==> config.mk <==
export PLATFORM = sky130hd
export DESIGN_NAME = i2c_tgt_quiesce
export DESIGN_NICKNAME = d
export VERILOG_FILES = /design/src/rtl/i2c_tgt_quiesce.sv
export SDC_FILE = /design/constraint.sdc
export NUM_CORES = 1
export LEC_CHECK = 0
export BUFFER_PORTS_ARGS = -buffer_cell sky130_fd_sc_hd__buf_4
export CAP_MARGIN = 5
export CORE_AREA = 5 5 42 44
export CTS_CLUSTER_DIAMETER = 50
export DETAILED_ROUTE_END_ITERATION = 7
export DIE_AREA = 0 0 47 49
export PLACE_DENSITY = 0.53
export SLEW_MARGIN = 15
export SYNTH_ARGS = -nofsm -noshare
export SYNTH_HDL_FRONTEND = slang
export SYNTH_SLANG_ARGS = --single-unit
==> constraint.sdc <==
create_clock -name clk -period 1.4 [get_ports clk]
set_input_delay 0.28 -clock clk [delete_from_list [all_inputs] [get_ports clk]]
set_output_delay 0.28 -clock clk [all_outputs]
set_load 0.03 [all_outputs]
==> src/rtl/i2c_tgt_quiesce.sv <==
module i2c_tgt_quiesce (
  input  logic       clk,
  input  logic       rst_n,
  input  logic       sw_en,
  input  logic       bus_idle,
  input  logic       addr_phase,
  input  logic       addr_match,
  input  logic       dir_rd,
  input  logic       data_phase,
  input  logic       stop_seen,
  input  logic       ack_slot,
  output logic       en_eff,
  output logic       force_nack,
  output logic [2:0] status
);
  typedef enum logic [1:0] {S_OFF = 2'd0, S_ON = 2'd1, S_DRAIN = 2'd2} st_t;

  st_t  st;
  logic busy_q, lost_q;
  logic engaged, rx_data;

  assign rx_data    = addr_match & ~dir_rd & data_phase;
  assign engaged    = ~bus_idle & (addr_phase | (addr_match & ~dir_rd));
  assign en_eff     = sw_en | (st != S_OFF);
  assign force_nack = ~sw_en & (st == S_DRAIN);
  assign status     = {~en_eff & lost_q, ~en_eff & busy_q, en_eff};

  always_ff @(posedge clk or negedge rst_n) begin
    if (!rst_n) begin
      st     <= S_OFF;
      busy_q <= 1'b0;
      lost_q <= 1'b0;
    end else if (sw_en) begin
      st <= S_ON;
      if (st != S_ON) begin
        busy_q <= 1'b0;
        lost_q <= 1'b0;
      end
    end else begin
      case (st)
        S_ON: begin
          if (engaged) begin
            busy_q <= 1'b1;
            lost_q <= rx_data;
            st     <= stop_seen ? S_OFF : S_DRAIN;
          end else begin
            st <= S_OFF;
          end
        end
        S_DRAIN: begin
          lost_q <= lost_q | rx_data;
          if (ack_slot | stop_seen) st <= S_OFF;
        end
        default: st <= S_OFF;
      endcase
    end
  end

  p_on_forced_r2: assert property (@(posedge clk) disable iff (!rst_n)
    sw_en |-> (status == 3'b001 && !force_nack));

  p_quiet_drop_r4: assert property (@(posedge clk) disable iff (!rst_n)
    (st == S_ON && !sw_en && bus_idle) |=> (sw_en || (!en_eff && status == 3'b000)));

  p_addr_nack_r5: assert property (@(posedge clk) disable iff (!rst_n)
    (st == S_ON && !sw_en && !bus_idle && addr_phase && !stop_seen) |=> (sw_en || (force_nack && en_eff)));

  p_drain_end_r6: assert property (@(posedge clk) disable iff (!rst_n)
    (st == S_DRAIN && !sw_en && (ack_slot || stop_seen)) |=> (sw_en || (!en_eff && !force_nack)));

  p_lost_needs_busy_r7: assert property (@(posedge clk) disable iff (!rst_n)
    status[2] |-> status[1]);

  p_sticky_off_r8: assert property (@(posedge clk) disable iff (!rst_n)
    (!en_eff && $past(!en_eff)) |-> $stable(status));

  p_nack_while_on_r3: assert property (@(posedge clk) disable iff (!rst_n)
    force_nack |-> (en_eff && status[2:1] == 2'b00));
endmodule

==> results of run 1 <==
-- routing by layer --
| layer | global-route usage | vias up | part of all wire |
|---|---|---|---|
| met3 | 0.0258 | 2 | 0.13 |
| met5 | 0 | - | 0 |
| li1 | - | 149 | - |
| met1 | 0.0690 | 134 | 0.36 |
| met4 | 0.0553 | 0 | 0.0058 |
| met2 | 0.0995 | 8 | 0.51 |
-- worst paths after layout --
check / startpoint / endpoint / slack (ns) / cells past startpoint
max in group asynchronous: rst_n / busy_q / 0.91 / 2
max reg2reg: st[0] / lost_q / -0.01 / 6
min in group asynchronous: rst_n / st[1] / 0.38 / 2
min reg2reg: busy_q / busy_q / 0.53 / 2
max: st[0] / status[1] / -0.10 / 4
min: stop_seen / st[1] / 0.20 / 2
-- cells in the mapped netlist --
cell / n
and2_1: 3
nor2b_1: 1
inv_1: 4
dfrtp_1: 4
buf_4: 1
clkbuf_1: 1
a211oi_1: 3
ha_1: 1
a2111o_1: 1
nand2b_1: 1
nand2b_4: 1
nor4b_1: 1
nor2_1: 2
nor3_1: 2
a21oi_1: 3
-- cell type report --
class / instances / share of cell area
Sequential cell: 4 / 0.193
Clock buffer: 3 / 0.0434
Multi-Input combinational cell: 19 / 0.337
Timing Repair Buffer: 22 / 0.359
Tap cell: 16 / 0.0386
Inverter: 4 / 0.0289
-- through the flow --
| stage | setup TNS (ns) | worst slack, ns | instances | cell area (um2) | hold WS [ns] |
|---|---|---|---|---|---|
| after floorplan | 0 | 0.0717 | 29 | 259 | -0.0156 |
| after global placement | -0.0830 | -0.0830 | 63 | 418 | 0.0763 |
| after detailed placement | -0.0688 | -0.0688 | 63 | 418 | 0.0792 |
| after CTS | -0.281 | -0.0963 | 68 | 504 | 0.199 |
| after global routing | -0.591 | -0.139 | 68 | 519 | 0.197 |
| final | -0.310 | -0.102 | 68 | 519 | 0.201 |
-- flip-flops by register name (all words and copies together), names as in the netlist --
| name | count |
|---|---|
| lost_q | 1 |
| st | 2 |
| busy_q | 1 |
-- power groups by stage --
| stage | Sequential [mW] | Clock (mW) | Combinational [mW] |
|---|---|---|---|
| 3_3_place_gp | 0.130 | 0 | 0.0879 |
| 3_5_place_dp | 0.130 | 0 | 0.0879 |
| 4_1_cts | 0.129 | 0.145 | 0.101 |
| 2_1_floorplan | 0.129 | 0 | 0.0417 |
| 5_1_grt | 0.131 | 0.150 | 0.113 |
| 6_report | 0.130 | 0.137 | 0.104 |
-- cells by family after synthesis --
kind of cell | Yosys count | synth area share
and+or+nand+nor | 11 | 0.275
AOI/OAI and AO/OA | 7 | 0.188
buffers and inverters | 6 | 0.101
DFF | 4 | 0.386
adders and majority gates | 1 | 0.0483
-- what timing repair did --
item	4_1_cts	5_1_grt
hold buffers	1	0
pin swaps	1	3
gates resized for setup	11	4
hold endpoints to repair	4	0
endpoints found under the setup margin	6	7
buffers inserted	1	0
-- critical path, stage by stage, from the launching register on --
cell     delay, ns
dfrtp_1       0.38
buf_6         0.13
nor3_4        0.18
and2_4        0.17
buf_6         0.12
-- cell usage in the layout, fill, tap and decap left out --
cell	instances
buf_4	16
buf_6	5
inv_1	4
dfrtp_1	4
and2_4	3
a21oi_1	3
clkbuf_4	3
nor2_1	2
a211oi_2	2
nor2b_4	1
nor3_4	1
nand2b_4	1
a2111o_1	1
nand2b_1	1
nor3_1	1
nor4b_2	1
a211oi_1	1
ha_1	1
dlygate4sd3_1	1
==> results.sh, run 1 <==
export IMPL_syn_area_um2=259
export IMPL_cts_buffers=3
export IMPL_hold_class="primary input to register"
export IMPL_synth_top_area_share=0.386
export IMPL_critPathCaptureType="output port"
export IMPL_worst_slack_ns=-0.102
export IMPL_cp_required_ns=1.12
export IMPL_wl_um=695
export IMPL_ys_types=15
export IMPL_yosysSeqAreaShare=0.386
export IMPL_multi_input_area_um2=175
export IMPL_hold_viol=0
export IMPL_yosys_warnings=0
export IMPL_io_buffers=14
export IMPL_cts_sinks=4
export IMPL_ant_nets=0
export IMPL_core_area_um2=1400
export IMPL_grt_max_degree=6
export IMPL_syn_area_per_cell_um2=8.93
export IMPL_grt_pass1_vias=291
export IMPL_worstSkewPairLatency_ns=0.23
export IMPL_finalSetupViolations=5
export IMPL_area_delta_synth_final_pct=100
export IMPL_leakage_nw=0.250
export IMPL_regArea_um2=100
export IMPL_p_sw_uw=93.1
export IMPL_postLayoutCoreUtil=0.371
export IMPL_nNetsFinal=65
export IMPL_tritoncts="built"
export IMPL_syn_num_nets=40
export IMPL_root_buffer="clkbuf_4"
export IMPL_final_max_slew_violation_count=0
export IMPL_worstMarginPinSlew_ns=0.264
export IMPL_rsz0062_at_grt="yes"
export IMPL_die_area_um2=2300
export IMPL_ir_drop_uv=236
export IMPL_grt_antenna_before_repair=0
export IMPL_dieHeight_um=49
export IMPL_switching_share=0.251
export IMPL_p_seq_frac=0.349
export IMPL_num_vias=293
export IMPL_pwr_share_clk=0.370
export IMPL_drt_iter0_drc=2
export IMPL_crit_arrival_ns=1.22
export IMPL_dieWidth_um=47
export IMPL_crit_type="register to output port"
export IMPL_diodes=0
export IMPL_status="finished with violations"
export IMPL_powerDensity_nw_per_um2=714
export IMPL_grt_pass1_wl_mm=1.08
export IMPL_netlist_top_cells_area="dfrtp_1, a211oi_1, and2_1"
export IMPL_timing_fmax_mhz=666
export IMPL_start_util=0.185
export IMPL_netlist_instances=29
export IMPL_grt_overflow_total=0
export IMPL_num_io_pins=15
export IMPL_violations="negative setup slack"
export IMPL_path_clk_slew_ns=0.04
export IMPL_fill_cells=151
export IMPL_total_power_uw=371
export IMPL_htree_num_levels=1
export IMPL_cp_start_kind="register"
export IMPL_drv_cap=0
export IMPL_synth_top_area_cell="dfrtp_1"
export IMPL_crit_fanout=3
export IMPL_relSlewSlack=0.823
export IMPL_drive_gt1_frac=0.635
export IMPL_post_route_period_util=1.07
export IMPL_synth_seq_cells=4
export IMPL_skew_ns=0.00322
export IMPL_grtUsageTotal=0.0665
export IMPL_fp_row_count=14
export IMPL_pwr_share_comb=0.281
export IMPL_cts_buffer_depth=2
export IMPL_dp_hpwl_um=554
export IMPL_period_needed_ns=1.50
export IMPL_via_per_inst=4.31
export IMPL_intPower_uw=278
export IMPL_drcViolationCount=0
export IMPL_wire_per_inst_um=10.2
export IMPL_drt_pass1_iterations=2
export IMPL_finalWeightedCongestion=0.668
Note: power is estimated with default switching activity, not from simulation.
==> inputs of run 2 (changes only) <==
Settings changed: CORE_AREA 5 5 42 44 to 3 3 40 42, DIE_AREA 0 0 47 49 to 0 0 43 45, REMOVE_ABC_BUFFERS set to 1.
==> run 2 against run 1 <==
Net effect: the flow still finishes with violations (negative setup slack); count of clock-buffer cells in the layout unchanged; final area up 7.0%; first-iteration DRC count unchanged; fmax up 0.91%; sequential power about the same; largest cell class unchanged.
==> results.sh, run 2 (same netlist as run 1, synthesis figures left out) <==
export IMPL_status="finished with violations"
export IMPL_violations="negative setup slack"
export IMPL_p_seq_frac=0.338
export IMPL_r2r_cells=6
export IMPL_via_per_inst=4.09
export IMPL_drt_pass1_iterations=2
export IMPL_pwr_share_comb=0.303
export IMPL_switching_share=0.255
export IMPL_path_clk_slew_ns=0.04
export IMPL_worstSkewPairLatency_ns=0.23
export IMPL_r2r_start="st[0]"
export IMPL_crit_fanout=3
export IMPL_hold_class="primary input to register"
export IMPL_powerDensity_nw_per_um2=685
export IMPL_intPower_uw=283
export IMPL_hold_path_depth=2
export IMPL_drt_iter0_drc=2
export IMPL_ant_nets=0
export IMPL_hold_viol=0
export IMPL_crit_type="register to output port"
export IMPL_finalWeightedCongestion=0.639
export IMPL_io_buffers=14
export IMPL_wl_um=724
export IMPL_critPathCaptureType="output port"
export IMPL_cts_buffers=3
export IMPL_total_power_uw=380
export IMPL_dp_cells=65
export IMPL_finalSetupViolations=4
export IMPL_nNetsFinal=68
export IMPL_grt_pass1_vias=295
export IMPL_tritoncts="built"
export IMPL_htree_num_levels=1
export IMPL_dp_hpwl_um=549
export IMPL_relSlewSlack=0.832
export IMPL_grt_pass1_wl_mm=1.29
export IMPL_ir_drop_uv=386
export IMPL_cts_sinks=4
export IMPL_largest_reg_flops=2
export IMPL_die_area_um2=1940
export IMPL_post_route_period_util=1.06
export IMPL_drcViolationCount=0
export IMPL_crit_arrival_ns=1.21
export IMPL_drv_cap=0
export IMPL_grt_antenna_before_repair=0
export IMPL_num_io_pins=15
export IMPL_final_max_slew_violation_count=0
export IMPL_min_from="stop_seen"
export IMPL_worstMarginPinSlew_ns=0.251
export IMPL_reg_top3="st (2), busy_q (1), lost_q (1)"
export IMPL_cp_required_ns=1.12
export IMPL_cp_start_kind="register"
export IMPL_p_sw_uw=97.1
export IMPL_skew_ns=0.000885
export IMPL_wire_per_inst_um=10.3
export IMPL_root_buffer="clkbuf_4"
export IMPL_grt_max_degree=5
export IMPL_fill_cells=130
export IMPL_dieHeight_um=45
export IMPL_worst_slack_ns=-0.0885
export IMPL_drive_gt1_frac=0.655
export IMPL_timing_fmax_mhz=672
export IMPL_pre_cts_ws_ns=-0.0612
export IMPL_fp_row_count=13
export IMPL_leakage_nw=0.271
export IMPL_reg2reg_to="lost_q"
export IMPL_regArea_um2=100
export IMPL_grt_overflow_total=0
export IMPL_rsz0062_at_grt="yes"
export IMPL_layout_cells_non_filler=70
export IMPL_cts_buffer_depth=2
export IMPL_area_delta_synth_final_pct=114
export IMPL_pwr_share_clk=0.360
export IMPL_core_area_um2=1280
export IMPL_min_to="st[1]"
export IMPL_start_util=0.202
export IMPL_regMostFlops="st"
export IMPL_multi_input_area_um2=186
export IMPL_dieWidth_um=43
export IMPL_grtUsageTotal=0.0887
export IMPL_period_needed_ns=1.49
export IMPL_final_cell_mix="buf_4, buf_6, inv_1, dfrtp_1"
export IMPL_r2r_slack_ns=0.06
export IMPL_diodes=0
export IMPL_final_common_cell="buf_4"
export IMPL_num_vias=286
## run 2: cell types whose count changed in the layout (fill, tap and decap cells not counted), sizes merged
cell	previous run	this run
buf	21	24
## run 2: what timing repair did
action,CTS,global route
pin swaps,1,2
setup endpoints to repair,6,7
setup buffers,1,0
hold buffers,1,0
gates resized for setup,12,5
endpoints found under the hold margin,4,0
## run 2: metal layers
metal | track usage | share of wire
met3 | 0.0159 | 0.083
met2 | 0.135 | 0.48
met5 | 0 | 0
met1 | 0.117 | 0.43
met4 | 0.0542 | 0
## run 2: power groups by stage
| stage | registers (mW) | logic (mW) | clock network [mW] |
|---|---|---|---|
| floorplan | 0.129 | 0.0387 | 0 |
| global placement | 0.129 | 0.0925 | 0 |
| detailed placement | 0.129 | 0.0936 | 0 |
| CTS | 0.128 | 0.108 | 0.145 |
| global route | 0.129 | 0.127 | 0.151 |
| finish | 0.128 | 0.115 | 0.137 |
## run 2: through the flow
stage / util / hold WS, ns / cell area, um2 / TNS [ns]
floorplan: - / -0.0156 / 248 / 0
global placement: 0.342 / 0.0755 / 439 / -0.0994
detailed placement: 0.342 / 0.0777 / 439 / -0.111
CTS: 0.412 / 0.200 / 529 / -0.248
global route: 0.432 / 0.190 / 556 / -0.603
finish: 0.432 / 0.201 / 556 / -0.255
## run 2: worst max path at each step
stage               slack [ns]  cells after the start  start         to
floorplan                 0.07                      6  st[0]     lost_q
global placement         -0.08                      6  st[0]     lost_q
detailed placement       -0.06                      6  st[0]     lost_q
CTS                      -0.09                      4  st[0]  status[2]
global route             -0.15                      4  st[0]  status[1]
finish                   -0.09                      4  st[0]  status[1]
## run 2: critical path, cell delays in order, from the launching register on
cell and delay [ns]:
dfrtp_1 0.37, buf_6 0.13, nor3_4 0.18, and2_1 0.16
buf_6 0.13
## run 2: final cells by class
type / count / share of cell area
clock buffers: 3 / 0.0405
flip-flops and latches: 4 / 0.180
inverters: 4 / 0.0270
multi-input cells: 19 / 0.336
well taps: 15 / 0.0338
repair buffers: 25 / 0.383
==> inputs of run 3 (changes only) <==
Settings changed: PLACE_DENSITY 0.53 to 0.45.
==> run 3 against run 2 <==
Net effect: the flow still finishes with violations (negative setup slack); register-to-register slack gained 0.04 ns; routed wire length decreased by 12%; final cell count fell by 8.6%; sequential power hardly changed; total power decreased by 3.1%; final area down 11%; worst setup slack improved by 0.024 ns; highest routed layer unchanged.
==> results.sh, run 3 (same netlist as run 1, synthesis figures left out) <==
export IMPL_status="finished with violations"
export IMPL_violations="negative setup slack"
export IMPL_final_max_slew_violation_count=0
export IMPL_root_buffer="clkbuf_4"
export IMPL_dieHeight_um=45
export IMPL_relSlewSlack=0.822
export IMPL_hold_viol=0
export IMPL_reg_top3="st (2), busy_q (1), lost_q (1)"
export IMPL_ant_nets=0
export IMPL_dieWidth_um=43
export IMPL_tritoncts="built"
export IMPL_regMostFlops="st"
export IMPL_path_clk_slew_ns=0.04
export IMPL_grt_overflow_total=0
export IMPL_cts_buffers=3
export IMPL_worst_slack_ns=-0.0647
export IMPL_largest_reg_flops=2
export IMPL_die_area_um2=1940
export IMPL_hold_class="primary input to register"
export IMPL_grt_max_degree=7
export IMPL_worstMarginPinSlew_ns=0.266
export IMPL_finalWeightedCongestion=0.660
export IMPL_grtUsageTotal=0.0837
export IMPL_leakage_nw=0.234
export IMPL_area_delta_synth_final_pct=89.9
export IMPL_cp_required_ns=1.12
export IMPL_layout_cells_non_filler=64
export IMPL_wire_per_inst_um=9.98
export IMPL_num_io_pins=15
export IMPL_cts_setup_buffers=0
export IMPL_p_sw_uw=95.0
export IMPL_finalSetupViolations=4
export IMPL_core_area_um2=1280
export IMPL_crit_arrival_ns=1.18
export IMPL_grt_antenna_before_repair=0
export IMPL_rsz0062_at_grt="yes"
export IMPL_ir_drop_uv=347
export IMPL_via_per_inst=4.22
export IMPL_htree_num_levels=1
export IMPL_fp_row_count=13
export IMPL_postLayoutCoreUtil=0.383
export IMPL_intPower_uw=274
export IMPL_drv_cap=0
export IMPL_period_needed_ns=1.46
export IMPL_nNetsFinal=62
export IMPL_diodes=0
export IMPL_cp_start_kind="register"
export IMPL_drive_gt1_frac=0.571
export IMPL_p_seq_frac=0.348
export IMPL_worstSkewPairLatency_ns=0.23
export IMPL_drt_pass1_iterations=2
export IMPL_crit_type="register to output port"
export IMPL_timing_fmax_mhz=683
export IMPL_final_cell_mix="buf_4, buf_6, inv_1, dfrtp_1"
export IMPL_pwr_share_comb=0.270
export IMPL_powerDensity_nw_per_um2=750
export IMPL_switching_share=0.258
export IMPL_grt_pass1_vias=297
export IMPL_dp_cells=60
export IMPL_drcViolationCount=0
export IMPL_io_buffers=14
export IMPL_crit_fanout=3
export IMPL_cts_sinks=4
export IMPL_grt_pass1_wl_mm=1.17
export IMPL_pwr_share_clk=0.382
export IMPL_post_route_period_util=1.05
export IMPL_final_common_cell="buf_4"
export IMPL_wl_um=639
export IMPL_cts_buffer_depth=2
export IMPL_num_vias=270
export IMPL_dp_hpwl_um=529
export IMPL_drt_iter0_drc=4
export IMPL_critPathCaptureType="output port"
export IMPL_worst_hold_slack_ns=0.196
export IMPL_skew_ns=0.00235
export IMPL_start_util=0.202
run 3: cell count changes in the layout (fill, tap and decap cells not counted), sizes merged:
cell,change
buf,-6
run 3: worst max-delay path, stage by stage (launching register included):
cell and delay, ns:
dfrtp_1 0.38, buf_6 0.13, nor3_4 0.16, and2_1 0.16, buf_6 0.13
run 3: path summary, 6_finish.rpt:
check                      startpoint         to  slack, ns  cells past startpoint
max                             st[0]  status[2]      -0.06                      4
min reg2reg                    busy_q     busy_q       0.51                      2
max in group asynchronous       rst_n      st[0]       0.92                      2
min in group asynchronous       rst_n      st[1]       0.39                      2
min                         stop_seen      st[1]       0.20                      2
max reg2reg                     st[0]     lost_q       0.10                      6
run 3: power groups by stage:
| stage | Combinational [mW] | Clock (mW) | Sequential [mW] |
|---|---|---|---|
| 6_report | 0.0995 | 0.141 | 0.128 |
| 2_1_floorplan | 0.0387 | 0 | 0.129 |
| 4_1_cts | 0.100 | 0.149 | 0.128 |
| 5_1_grt | 0.110 | 0.157 | 0.129 |
| 3_3_place_gp | 0.0829 | 0 | 0.130 |
| 3_5_place_dp | 0.0843 | 0 | 0.129 |
run 3: stage by stage:
step / area [um2] / setup slack [ns] / power, mW / setup TNS (ns)
after floorplan: 248 / 0.0717 / 0.168 / 0
after global placement: 402 / -0.000467 / 0.213 / -0.000467
after detailed placement: 402 / -0.0853 / 0.214 / -0.0856
after CTS: 483 / -0.0817 / 0.378 / -0.284
after global routing: 492 / -0.137 / 0.396 / -0.500
final: 492 / -0.0647 / 0.369 / -0.161
run 3: cell type report:
cell class / count / area (um2)
timing repair buffer: 19 / 164
multi-input combinational: 19 / 171
fill: 145 / 793
clock buffer: 3 / 22.5
inverter: 4 / 15.0
sequential: 4 / 100
tap: 15 / 18.8
run 3: per-layer routing:
metal / part of all wire / vias up / global-route usage
met5: 0 / - / 0
met4: 0 / 0 / 0.0904
met3: 0.092 / 0 / 0.0199
met2: 0.50 / 10 / 0.129
met1: 0.40 / 120 / 0.0905
li1: - / 140 / -
run 3: timing repair:
action | 4_1_cts | 5_1_grt
hold endpoints to repair | 4 | 0
endpoints found under the setup margin | 6 | 6
pin swaps | 3 | 1
gates resized for setup | 10 | 3
hold buffers | 1 | 0
